[config.mk]
export PLATFORM = sky130hd
export DESIGN_NAME = adc_dual_slope_seq
export DESIGN_NICKNAME = d
export VERILOG_FILES = /design/src/rtl/adc_seq_pkg.sv /design/src/rtl/adc_sync.sv /design/src/rtl/adc_runup_timer.sv /design/src/rtl/adc_split_counter.sv /design/src/rtl/adc_dual_slope_seq.sv
export SDC_FILE = /design/constraint.sdc
export NUM_CORES = 1
export LEC_CHECK = 0
export ABC_AREA = 0
export CORE_AREA = 5 5 79 81
export DETAILED_ROUTE_END_ITERATION = 12
export DIE_AREA = 0 0 84 86
export GPL_ROUTABILITY_DRIVEN = 0
export PLACE_DENSITY = 0.57
export SLEW_MARGIN = 10
export SYNTH_ARGS = -nofsm -noshare
export SYNTH_HDL_FRONTEND = slang
export SYNTH_SLANG_ARGS = --single-unit
[constraint.sdc]
create_clock -name clk -period 2.46 [get_ports clk]
set_clock_uncertainty 0.1 [all_clocks]
set_input_delay 0.246 -clock clk [delete_from_list [all_inputs] [get_ports clk]]
set_output_delay 0.246 -clock clk [all_outputs]
set_load 0.005 [all_outputs]
[src/rtl/adc_seq_pkg.sv]
package adc_seq_pkg;
  typedef enum logic [2:0] {
    ST_IDLE,
    ST_WAIT,
    ST_RUNUP,
    ST_RUNDN,
    ST_DONE,
    ST_ZERO
  } seq_state_t;
endpackage

[src/rtl/adc_sync.sv]
module adc_sync #(
  parameter int STAGES = 2
) (
  input  logic clk,
  input  logic rst_n,
  input  logic d,
  output logic q
);
  logic [STAGES-1:0] sh;

  always_ff @(posedge clk or negedge rst_n) begin
    if (!rst_n) sh <= '0;
    else        sh <= {sh[STAGES-2:0], d};
  end

  assign q = sh[STAGES-1];
endmodule

[src/rtl/adc_runup_timer.sv]
module adc_runup_timer #(
  parameter int RUNUP_LOAD = 10,
  parameter int CLEAR_AT   = 7
) (
  input  logic clk,
  input  logic rst_n,
  input  logic load,
  input  logic active,
  input  logic tb_fall,
  output logic clr_pulse,
  output logic end_pulse
);
  localparam int DW = $clog2(RUNUP_LOAD + 1);

  logic          half_q;
  logic [DW-1:0] down_q;
  logic          step;

  // halved timebase: the down counter moves on every second falling edge
  assign step = active && tb_fall;

  always_ff @(posedge clk or negedge rst_n) begin
    if (!rst_n) begin
      half_q <= 1'b0;
      down_q <= DW'(RUNUP_LOAD);
    end else if (load) begin
      half_q <= 1'b0;
      down_q <= DW'(RUNUP_LOAD);
    end else if (step) begin
      half_q <= ~half_q;
      if (!half_q && down_q != '0) down_q <= down_q - 1'b1;
    end
  end

  assign clr_pulse = step && !half_q && (down_q == DW'(CLEAR_AT + 1));
  assign end_pulse = step && (down_q == '0);
endmodule

[src/rtl/adc_split_counter.sv]
module adc_split_counter #(
  parameter int LOW_W  = 11,
  parameter int HIGH_W = 8
) (
  input  logic                    clk,
  input  logic                    rst_n,
  input  logic                    clr,
  input  logic                    en,
  output logic [LOW_W+HIGH_W-1:0] value,
  output logic                    full
);
  logic [LOW_W-1:0]  low_q;
  logic [HIGH_W-1:0] high_q;
  logic              carry;

  assign carry = &low_q;

  always_ff @(posedge clk or negedge rst_n) begin
    if (!rst_n) begin
      low_q  <= '0;
      high_q <= '0;
    end else if (clr) begin
      low_q  <= '0;
      high_q <= '0;
    end else if (en) begin
      low_q <= low_q + 1'b1;
      if (carry) high_q <= high_q + 1'b1;
    end
  end

  assign value = {high_q, low_q};
  assign full  = carry && (&high_q);
endmodule

[src/rtl/adc_dual_slope_seq.sv]
module adc_dual_slope_seq #(
  parameter int LOW_W       = 11,
  parameter int HIGH_W      = 8,
  parameter int RUNUP_LOAD  = 10,
  parameter int CLEAR_AT    = 7,
  parameter int SYNC_STAGES = 2,
  parameter int ZERO_CYCLES = 64
) (
  input  logic                    clk,
  input  logic                    rst_n,
  input  logic                    start_i,
  input  logic                    tb_i,
  input  logic                    cmp_i,
  input  logic                    hrst_i,
  output logic                    sw_zero_o,
  output logic                    sw_in_o,
  output logic                    sw_ref_o,
  output logic                    eoi_n_o,
  output logic                    res_valid_o,
  output logic                    ovf_o,
  output logic [LOW_W+HIGH_W-1:0] count_o
);
  import adc_seq_pkg::*;

  localparam int ZW = $clog2(ZERO_CYCLES) + 1;

  seq_state_t    state_q;
  logic          tb_s, tb_d, tb_fall, cmp_s;
  logic          load, clr_pulse, end_pulse, cnt_en, cnt_full;
  logic          eoi_n_q, ovf_q;
  logic [ZW-1:0] zcnt_q;

  adc_sync #(.STAGES(SYNC_STAGES)) u_tb_sync  (.clk(clk), .rst_n(rst_n), .d(tb_i),  .q(tb_s));
  adc_sync #(.STAGES(SYNC_STAGES)) u_cmp_sync (.clk(clk), .rst_n(rst_n), .d(cmp_i), .q(cmp_s));

  always_ff @(posedge clk or negedge rst_n) begin
    if (!rst_n) tb_d <= 1'b0;
    else        tb_d <= tb_s;
  end
  assign tb_fall = tb_d && !tb_s;

  assign load = (state_q == ST_WAIT) && tb_fall;

  adc_runup_timer #(.RUNUP_LOAD(RUNUP_LOAD), .CLEAR_AT(CLEAR_AT)) u_timer (
    .clk(clk), .rst_n(rst_n), .load(load), .active(state_q == ST_RUNUP),
    .tb_fall(tb_fall), .clr_pulse(clr_pulse), .end_pulse(end_pulse)
  );

  // three-way gate: run-down, end of integration not yet seen, room left
  assign cnt_en = (state_q == ST_RUNDN) && eoi_n_q && !cnt_full;

  adc_split_counter #(.LOW_W(LOW_W), .HIGH_W(HIGH_W)) u_count (
    .clk(clk), .rst_n(rst_n), .clr(clr_pulse), .en(cnt_en),
    .value(count_o), .full(cnt_full)
  );

  always_ff @(posedge clk or negedge rst_n) begin
    if (!rst_n) begin
      state_q <= ST_IDLE;
      eoi_n_q <= 1'b1;
      ovf_q   <= 1'b0;
      zcnt_q  <= '0;
    end else if (hrst_i) begin
      state_q <= ST_ZERO;
      eoi_n_q <= 1'b1;
      ovf_q   <= 1'b0;
      zcnt_q  <= '0;
    end else begin
      unique case (state_q)
        ST_IDLE:  if (start_i) state_q <= ST_WAIT;
        ST_WAIT:  if (tb_fall) state_q <= ST_RUNUP;
        ST_RUNUP: if (end_pulse) state_q <= ST_RUNDN;
        ST_RUNDN: begin
          if (cnt_full) begin
            state_q <= ST_DONE;
            eoi_n_q <= 1'b0;
            ovf_q   <= 1'b1;
          end else if (cmp_s) begin
            state_q <= ST_DONE;
            eoi_n_q <= 1'b0;
          end
        end
        ST_DONE:  state_q <= ST_DONE;
        ST_ZERO: begin
          if (zcnt_q == ZW'(ZERO_CYCLES - 1)) state_q <= ST_IDLE;
          zcnt_q <= zcnt_q + 1'b1;
        end
        default:  state_q <= ST_IDLE;
      endcase
    end
  end

  assign sw_in_o     = (state_q == ST_RUNUP);
  assign sw_ref_o    = (state_q == ST_RUNDN);
  assign sw_zero_o   = !(sw_in_o || sw_ref_o);
  assign res_valid_o = (state_q == ST_DONE);
  assign eoi_n_o     = eoi_n_q;
  assign ovf_o       = ovf_q;
endmodule

== After elaboration in Yosys (flattened, before gate mapping) ==
Cells that the tools add are included.
W data, S select, Z words.
Word-level totals
  input bits: 6
  logic and storage cells: 88
  flip-flop bits (word level): 41
Cells by class
  add/sub/neg operators: 4
  reductions and logical operators: 33
  equal/unequal tests: 12
  bitwise logic cells: 1
  muxes and demuxes: 27
Operator list (number)
  $mux W8: 3
  $mux W11: 2
  $mux W3: 7
  $pmux W3 S6: 1
  $mux W7: 2
  $reduce_bool A2 Y1: 7
  $mux W4: 3
  $add A11 B1 Y11 const B: 1
  $reduce_and A11 Y1: 1
  $logic_and A1 B1 Y1: 10
  $mux W1: 9
  $ne A3 B3 Y1 const B: 3
  $add A8 B1 Y8 const B: 1
  $reduce_and A2 Y1: 4
  $reduce_and A8 Y1: 1
  $add A7 B1 Y7 const B: 1
  $eq A7 B6 Y1 const B: 1
  $eq A3 B2 Y1 const B: 2
  $eq A3 B3 Y1 const B: 2
  $reduce_and A5 Y1: 1
  $eq A4 B4 Y1 const B: 1
  $logic_not A1 Y1: 4
  $logic_not A4 Y1: 1
  $ne A4 B2 Y1 const B: 1
  8 further kinds: 8

== Longest topological paths before layout ==
Gate-level depths: netlist of the first run.
  word-level depth: 7
  mapped depth: 8

== By module ==
A second synthesis of the first run with hierarchy kept.
Unflattened totals
  cell total of the unflattened synthesis: 204
  area, all modules: 2080.7 µm²
Modules (own cells, without submodules)
  adc_split_counter: seq. area each 475.5 µm², cells an instance 99, instances 1, area each 972.2 µm²
  adc_dual_slope_seq: seq. area each 326.6 µm², cells an instance 73, instances 1, area each 723.2 µm²
  adc_runup_timer: seq. area each 127.6 µm², cells an instance 28, instances 1, area each 285.3 µm²
  adc_sync: seq. area each 50.0 µm², cells an instance 2, instances 2, area each 50.0 µm²

== Least setup slack after synthesis of the first run ==
No wires, ideal clock.
  path type: reg-to-reg
  start: register u_count.low_q[0]
  end: register u_count.low_q[3]
  data required time: 2.281 ns
  arrival: 1.827 ns
  library setup time: 0.079 ns
  slack: 0.453 ns
  cell stages (with the launch flop): 7
  period minus slack after synthesis: 2.007 ns
  buffers on the path: 0
  path through: dfrtp_1 > ha_1 > nand4_1 > nor3_1 > a21oi_1 > nand3_1 > mux2i_1
On the way
  word-level cells in the longest chain between the ends: 5
Ends and longest elaborated chain
  start, declared: RTL line adc_split_counter.sv:12  | logic [LOW_W-1:0] low_q;
  start signal, assigned: RTL line adc_split_counter.sv:26  | low_q <= low_q + 1'b1;
  branches (longest 5 deep; another with $add A11 B1 Y11)
Parallel ways; which one is timed is not known. The select of a mux whose other input is x is not followed.
A chain may end at the register's enable or synchronous reset.

== Worst setup path in the final report of the first run ==
  start: register state_q[0]
  end: register u_timer.down_q[3]
On the way
  word-level cells in the longest chain between the ends: 4
Ends and longest elaborated chain
  start, declared: RTL line adc_dual_slope_seq.sv:27  | seq_state_t state_q;
  start signal, assigned: RTL line adc_dual_slope_seq.sv:59  | state_q <= ST_IDLE;
  start signal, assigned: RTL line adc_dual_slope_seq.sv:64  | state_q <= ST_ZERO;
  start signal, assigned: RTL line adc_dual_slope_seq.sv:70  | ST_IDLE: if (start_i) state_q <= ST_WAIT;
  $eq A3 B1 Y1 or $eq A3 B2 Y1 (tied branches): RTL line adc_dual_slope_seq.sv:42, adc_dual_slope_seq.sv:45
  $logic_and A1 B1 Y1 (on tied branches): RTL line adc_dual_slope_seq.sv:42, adc_runup_timer.sv:20
  $reduce_bool A2 Y1 (no source line)
  $reduce_and A2 Y1 (no source line)
  end signal, assigned: RTL line adc_runup_timer.sv:25  | down_q <= DW'(RUNUP_LOAD);
  end signal, assigned: RTL line adc_runup_timer.sv:28  | down_q <= DW'(RUNUP_LOAD);
  end signal, assigned: RTL line adc_runup_timer.sv:31  | if (!half_q && down_q != '0) down_q <= down_q - 1'b1;
  end, declared: RTL line adc_runup_timer.sv:16  | logic [DW-1:0] down_q;
Parallel ways exist; a longest one is shown, timed or not.

==> results of run 1 <==
power by group:
group | leakage (uW) | switching [uW] | internal (uW)
clock network | 0.0000455 | 226 | 229
registers | 0.000538 | 6.71 | 684
logic | 0.000520 | 27.4 | 16.3
total | 0.00110 | 260 | 930
metrics by stage:
| stage | worst slack (ns) | total power [uW] | instance area, sq um | util (%) |
|---|---|---|---|---|
| 2_1_floorplan | 0.453 | 723 | 2090 | - |
| 3_3_place_gp | 0.313 | 749 | 2470 | 45.7 |
| 3_5_place_dp | 0.274 | 750 | 2470 | 45.7 |
| 4_1_cts | 0.251 | 1210 | 2560 | 47.4 |
| 5_1_grt | 0.142 | 1240 | 2560 | 47.4 |
| 6_report | 0.257 | 1190 | 2560 | 47.4 |
path summary, 6_finish.rpt:
path	startpoint	to	slack [ns]	cells after the start
worst min register to register	u_tb_sync.sh[0]	u_tb_sync.sh[1]	0.25	0
worst max register to register	state_q[0]	u_timer.down_q[3]	0.26	5
worst max-delay path	state_q[0]	u_timer.down_q[3]	0.26	5
min in group clk	u_tb_sync.sh[0]	u_tb_sync.sh[1]	0.25	0
worst min-delay path	rst_n	u_count.high_q[5]	-0.04	1
max in group asynchronous	rst_n	state_q[0]	1.74	1
state kept, by name, summed over array words and instances, names as in the netlist:
name / cells
u_timer.down_q: 4
u_cmp_sync.sh: 2
ovf_o: 1
u_count.high_q: 8
state_q: 3
u_timer.half_q: 1
zcnt_q: 7
tb_d: 1
u_tb_sync.sh: 2
eoi_n_o: 1
u_count.low_q: 11
kinds of logic (layout without fill, tap and decap cells):
logic type	after synthesis	in the layout	synth area share (%)
muxes	3	3	1.50
buffers and inverters	12	46	2.28
xor gates and xnor gates	19	19	7.97
and+or+nand+nor	108	108	27.9
DFF	41	41	49.3
adders and majority gates	5	5	3.00
AOI/OAI and AO/OA	29	29	7.97
area by class of cell:
class / count / area (sq um) / share of cell area (%)
tap: 72 / 90.1 / 3.52
inverter: 4 / 15.0 / 0.587
sequential: 41 / 1030 / 40.2
clock buffer: 8 / 90.1 / 3.52
multi-input combinational: 164 / 1010 / 39.4
timing repair buffer: 34 / 325 / 12.7
synthesized netlist by cell type (2+ instances only):
| cell | count | area share, % |
|---|---|---|
| a21oi_1 | 12 | 2.9 |
| a31oi_1 | 3 | 0.90 |
| and2_1 | 4 | 1.2 |
| and3_1 | 3 | 0.90 |
| and4b_1 | 2 | 0.96 |
| buf_2 | 2 | 0.48 |
| clkbuf_1 | 5 | 0.90 |
| dfrtp_1 | 38 | 46 |
| dfstp_2 | 3 | 3.8 |
| ha_1 | 5 | 3.0 |
| inv_1 | 4 | 0.72 |
| mux2i_1 | 2 | 0.96 |
| nand2_1 | 21 | 3.8 |
| nand2b_1 | 4 | 1.2 |
| nand3_1 | 13 | 3.1 |
| nand4_1 | 8 | 2.4 |
| nand4b_1 | 2 | 0.84 |
| nor2_1 | 32 | 5.8 |
| nor2b_1 | 3 | 0.90 |
| nor3_1 | 4 | 0.96 |
| nor4_4 | 2 | 2.0 |
| o211ai_1 | 2 | 0.72 |
| o21ai_0 | 7 | 1.7 |
| or3_1 | 2 | 0.60 |
| xnor2_1 | 12 | 5.0 |
| xor2_1 | 7 | 2.9 |
layer usage:
metal / global-route usage (%) / vias up / part of all wire (%)
li1: - / 824 / -
met5: 0 / - / 0
met4: 3.22 / 0 / 0.99
met2: 20.3 / 29 / 46
met1: 17.6 / 753 / 49
met3: 3.65 / 6 / 4.3
worst reg2reg max path: cells and delay by family, from the launching register on:
family                    cells  cell delay (ns)
and+or+nand+nor               4             1.38
DFF                           1             0.50
xor gates and xnor gates      1             0.15
==> results.py, run 1 <==
metrics = {
    "routing": {
        "drt_iter0_drc": 57,
        "via_count": 1612,
        "ant_nets": 0,
        "wl_mm": 4.26,
        "detail_route.wl_per_cell_um": 13.2,
        "vias_per_cell": 4.99,
        "drt_pass1_iterations": 4,
        "drc": 0,
    },
    "floorplanning": {
        "die_w_um": 84,
        "die_y_um": 86,
        "core_sq_mm": 0.00541,
        "boundaryPins": 31,
        "start_util_pct": 38.6,
        "die-area_sq_mm": 0.00722,
        "rows": 27,
    },
    "timing": {
        "fin_crit_ns": 2.20,
        "hold_viol": 38,
        "setup_violations": 0,
        "drv_slew": 0,
        "rsz0062_at_grt": "false",
        "fmax_ghz": 0.454,
        "fin_tns_setup_ns": 0,
        "worst_slew_pin_slew_ns": 0.878,
        "fin_crit_sh_pct": 89.5,
        "whs_ns": -0.0361,
        "relSlewSlack_pct": 41.5,
    },
    "yosys": {
        "ys_ff_latch": 41,
        "syn_nets": 228,
        "yosys_warnings": 0,
        "syn_area_per_cell_sq_um": 9.62,
        "async_reset_ff_share_pct": 100,
        "synth_cell_types": 41,
        "synth-edff-count": 0,
        "synth.cell_area_sq_mm": 0.00209,
        "synthCells": 217,
        "ys_seq_area_share_pct": 49.3,
        "synthFlopType": "dfrtp_1",
    },
    "clock_tree": {
        "insertion_delay_ns": 0.29,
        "path_clk_slew_ns": 0.08,
        "cts_tree": "yes",
        "post_cts_buffers": 0,
        "clockBufferDepth": 2,
        "cts_sinks": 41,
        "cts.htree.levels": 2,
        "cts_hold_buf": 0,
        "cts.root.buffer_cell": "clkbuf_8",
        "numCtsBuffers": 5,
        "cts_resized": 0,
    },
    "place": {
        "portBuffers": 30,
        "dp.cells": 315,
        "place_hpwl_mm": 3.03,
    },
    "final_layout": {
        "layout.cells.most_common": "dfrtp_1",
        "num-fill-cells": 534,
        "antennaDiodeCount": 0,
        "drive_above_1_share_pct": 7.57,
        "syn2layout_area_growth_pct": 22.7,
        "fin_cells": 323,
        "final_cell_mix": "dfrtp_1 (38), nor2_1 (32), clkdlybuf4s50_1 (29)",
        "nets": 261,
    },
    "run": {
        "drv_cap": 0,
    },
    "outcome": {
        "outcome": "complete, but fails checks",
        "violations": "hold timing",
    },
    "setup_path": {
        "start_kind": "register",
        "critPathMaxFanout": 13,
        "path_buf_inv": 0,
        "arrival_ns": 2.32,
        "end_kind": "register",
        "crit_type": "register to register",
        "slowest_delay_ns": 0.66,
        "critPathSlowestCell": "or4_1",
        "required_ns": 2.58,
        "cp_cell_sequence": "or3b_1 -> or4_1 -> nor4_4 -> xnor2_1 -> nand2_1",
        "critical-path-top-delay-family": "simple AND/OR/NAND/NOR gates",
    },
    "min_path": {
        "hp-class": "input pin to async pin",
    },
    "pwr": {
        "vdd.ir_drop.worst_mv": 0.278,
        "p_per_area_mw_per_mm2": 465,
        "p_leak_uw": 0.00110,
    },
    "global_routing": {
        "overflow": 0,
        "grt_use_total_pct": 12.9,
        "antenna_found_initial": 0,
        "grt_max_degree": 42,
        "grt_pass1_vias": 1597,
        "grt_pass1_wl_mm": 7.65,
    },
}
Note: power is estimated with default switching activity, not from simulation.
==> run 2, diff against run 1 <==
- ABC_CLOCK_PERIOD_IN_PS: unset -> 2460
- CORE_AREA: 5 5 79 81 -> 4 4 78 80
- CTS_CLUSTER_SIZE: unset -> 20
- DIE_AREA: 0 0 84 86 -> 0 0 82 84
==> results.py, run 2 (synthesized netlist as in run 1, its figures left out) <==
metrics = {
    "setup_path": {
        "rr_worst_depth": 6,
        "path_buf_inv": 2,
        "end_kind": "output pin",
        "r2r-start": "u_count.low_q[0]",
        "arrival_ns": 1.84,
        "reg2reg_slack_ns": 0.34,
        "crit_type": "register to output pin",
        "critPathSlowestCell": "clkdlybuf4s50_1",
        "rr_endpoint": "u_count.high_q[7]",
        "required_ns": 2.11,
        "cp_cell_sequence": "buf_4 -> nand2_1 -> nor2_1 -> clkdlybuf4s50_1",
        "slowest_delay_ns": 0.58,
        "critical-path-top-delay-family": "buffers and inverters",
        "start_kind": "register",
        "critPathMaxFanout": 12,
    },
    "final_layout": {
        "regArea_sq_mm": 0.00103,
        "top_register": "u_count.low_q",
        "layout.cells.most_common": "dfrtp_1",
        "reg_top3": "u_count.low_q (11), u_count.high_q (8), zcnt_q (7)",
        "multi_input_area_sq_mm": 0.00101,
        "drive_above_1_share_pct": 8.37,
        "final_cell_mix": "dfrtp_1 (38), nor2_1 (32), clkdlybuf4s50_1 (29)",
        "nets": 261,
        "syn2layout_area_growth_pct": 24.8,
        "antennaDiodeCount": 0,
        "fin_util_pct": 48.2,
        "largest_register_ffs": 11,
        "num-fill-cells": 511,
        "fin_cells": 323,
    },
    "clock_tree": {
        "clockBufferDepth": 2,
        "numCtsBuffers": 5,
        "cts.htree.levels": 2,
        "cts_resized": 0,
        "cts.root.buffer_cell": "clkbuf_8",
        "cts_hold_buf": 0,
        "path_clk_slew_ns": 0.08,
        "insertion_delay_ns": 0.29,
        "post_cts_buffers": 0,
        "cts_tree": "yes",
        "cts_sinks": 41,
    },
    "pwr": {
        "fin_total_pwr_uw": 1380,
        "power_switching_uw": 274,
        "p_leak_uw": 0.00112,
        "vdd.ir_drop.worst_mv": 0.289,
        "power_frac_seq_pct": 50.1,
        "clock_power_share_pct": 46.7,
        "switching_share_pct": 19.9,
        "p_per_area_mw_per_mm2": 529,
        "combinationalPowerShare_pct": 3.2,
        "p_int_uw": 1100,
    },
    "timing": {
        "relSlewSlack_pct": 40.5,
        "drv_slew": 0,
        "fin_tns_setup_ns": 0,
        "worst_slew_pin_slew_ns": 0.892,
        "setup_violations": 0,
        "fmax_ghz": 0.458,
        "fin_crit_ns": 2.18,
        "fin_crit_sh_pct": 88.8,
        "rsz0062_at_grt": "false",
        "hold_viol": 38,
        "whs_ns": -0.0281,
    },
    "routing": {
        "drt_pass1_iterations": 4,
        "drc": 0,
        "ant_nets": 0,
        "drt_iter0_drc": 61,
        "wl_mm": 4.19,
        "vias_per_cell": 5.01,
        "detail_route.wl_per_cell_um": 13.0,
        "via_count": 1618,
    },
    "global_routing": {
        "grt_pass1_vias": 1556,
        "grt_use_total_pct": 13.7,
        "antenna_found_initial": 0,
        "overflow": 0,
        "grt_pass1_wl_mm": 7.49,
        "grt_max_degree": 42,
    },
    "outcome": {
        "violations": "hold timing",
        "outcome": "complete, but fails checks",
    },
    "place": {
        "place_hpwl_mm": 3.01,
        "portBuffers": 30,
        "dp.cells": 315,
    },
    "min_path": {
        "hp-class": "input pin to async pin",
    },
    "floorplanning": {
        "start_util_pct": 38.6,
        "die-area_sq_mm": 0.00689,
        "rows": 27,
        "core_sq_mm": 0.00541,
        "boundaryPins": 31,
        "die_w_um": 82,
        "die_y_um": 84,
    },
    "run": {
        "drv_cap": 0,
    },
}
==> run 2: cell types whose count changed in the layout (fill, tap and decap cells not counted) <==
cell and delta:
bufinv_16 +2, clkbuf_1 -2, clkbuf_8 -1, clkinv_2 +1
==> run 2: power by group through the flow <==
stage / Sequential, uW / Combinational, uW / Clock, uW
CTS: 691 / 45.5 / 661
global placement: 704 / 44.6 / 0
floorplan: 703 / 19.5 / 0
detailed placement: 705 / 45.0 / 0
global route: 693 / 51.7 / 695
finish: 691 / 43.4 / 644
==> run 2: worst max-delay path by stage <==
stage / from / to / slack, ns / cells after the start
after floorplan: u_count.low_q[0] / u_count.low_q[3] / 0.45 / 6
after global placement: u_timer.down_q[1] / u_timer.down_q[3] / 0.40 / 7
after detailed placement: u_count.low_q[0] / u_count.high_q[7] / 0.36 / 6
after CTS: state_q[1] / sw_ref_o / 0.24 / 4
after global routing: state_q[1] / sw_ref_o / 0.15 / 4
final: state_q[1] / sw_ref_o / 0.28 / 4
==> run 2: layer usage <==
metal | part of all wire (%) | up-vias | track usage (%) | routed length, um
li1 | - | 819 | - | -
met1 | 47 | 755 | 18.5 | 1960
met2 | 47 | 36 | 21.2 | 1970
met3 | 4.4 | 8 | 3.56 | 183
met4 | 1.6 | 0 | 4.38 | 69
met5 | 0 | - | 0 | 0
==> run 2: stage by stage <==
step	area [sq um]	worst slack, ns
after global routing	2600	0.153
after detailed placement	2470	0.356
after floorplan	2090	0.453
after CTS	2600	0.243
final	2600	0.276
after global placement	2470	0.403
==> run 2: final cells by class <==
| cell class | count | share of cell area [%] |
|---|---|---|
| Sequential cell | 41 | 39.5 |
| Tap cell | 72 | 3.46 |
| Inverter | 4 | 0.577 |
| Timing Repair Buffer | 34 | 12.5 |
| Clock buffer | 5 | 2.64 |
| Clock inverter | 3 | 2.50 |
| Multi-Input combinational cell | 164 | 38.8 |
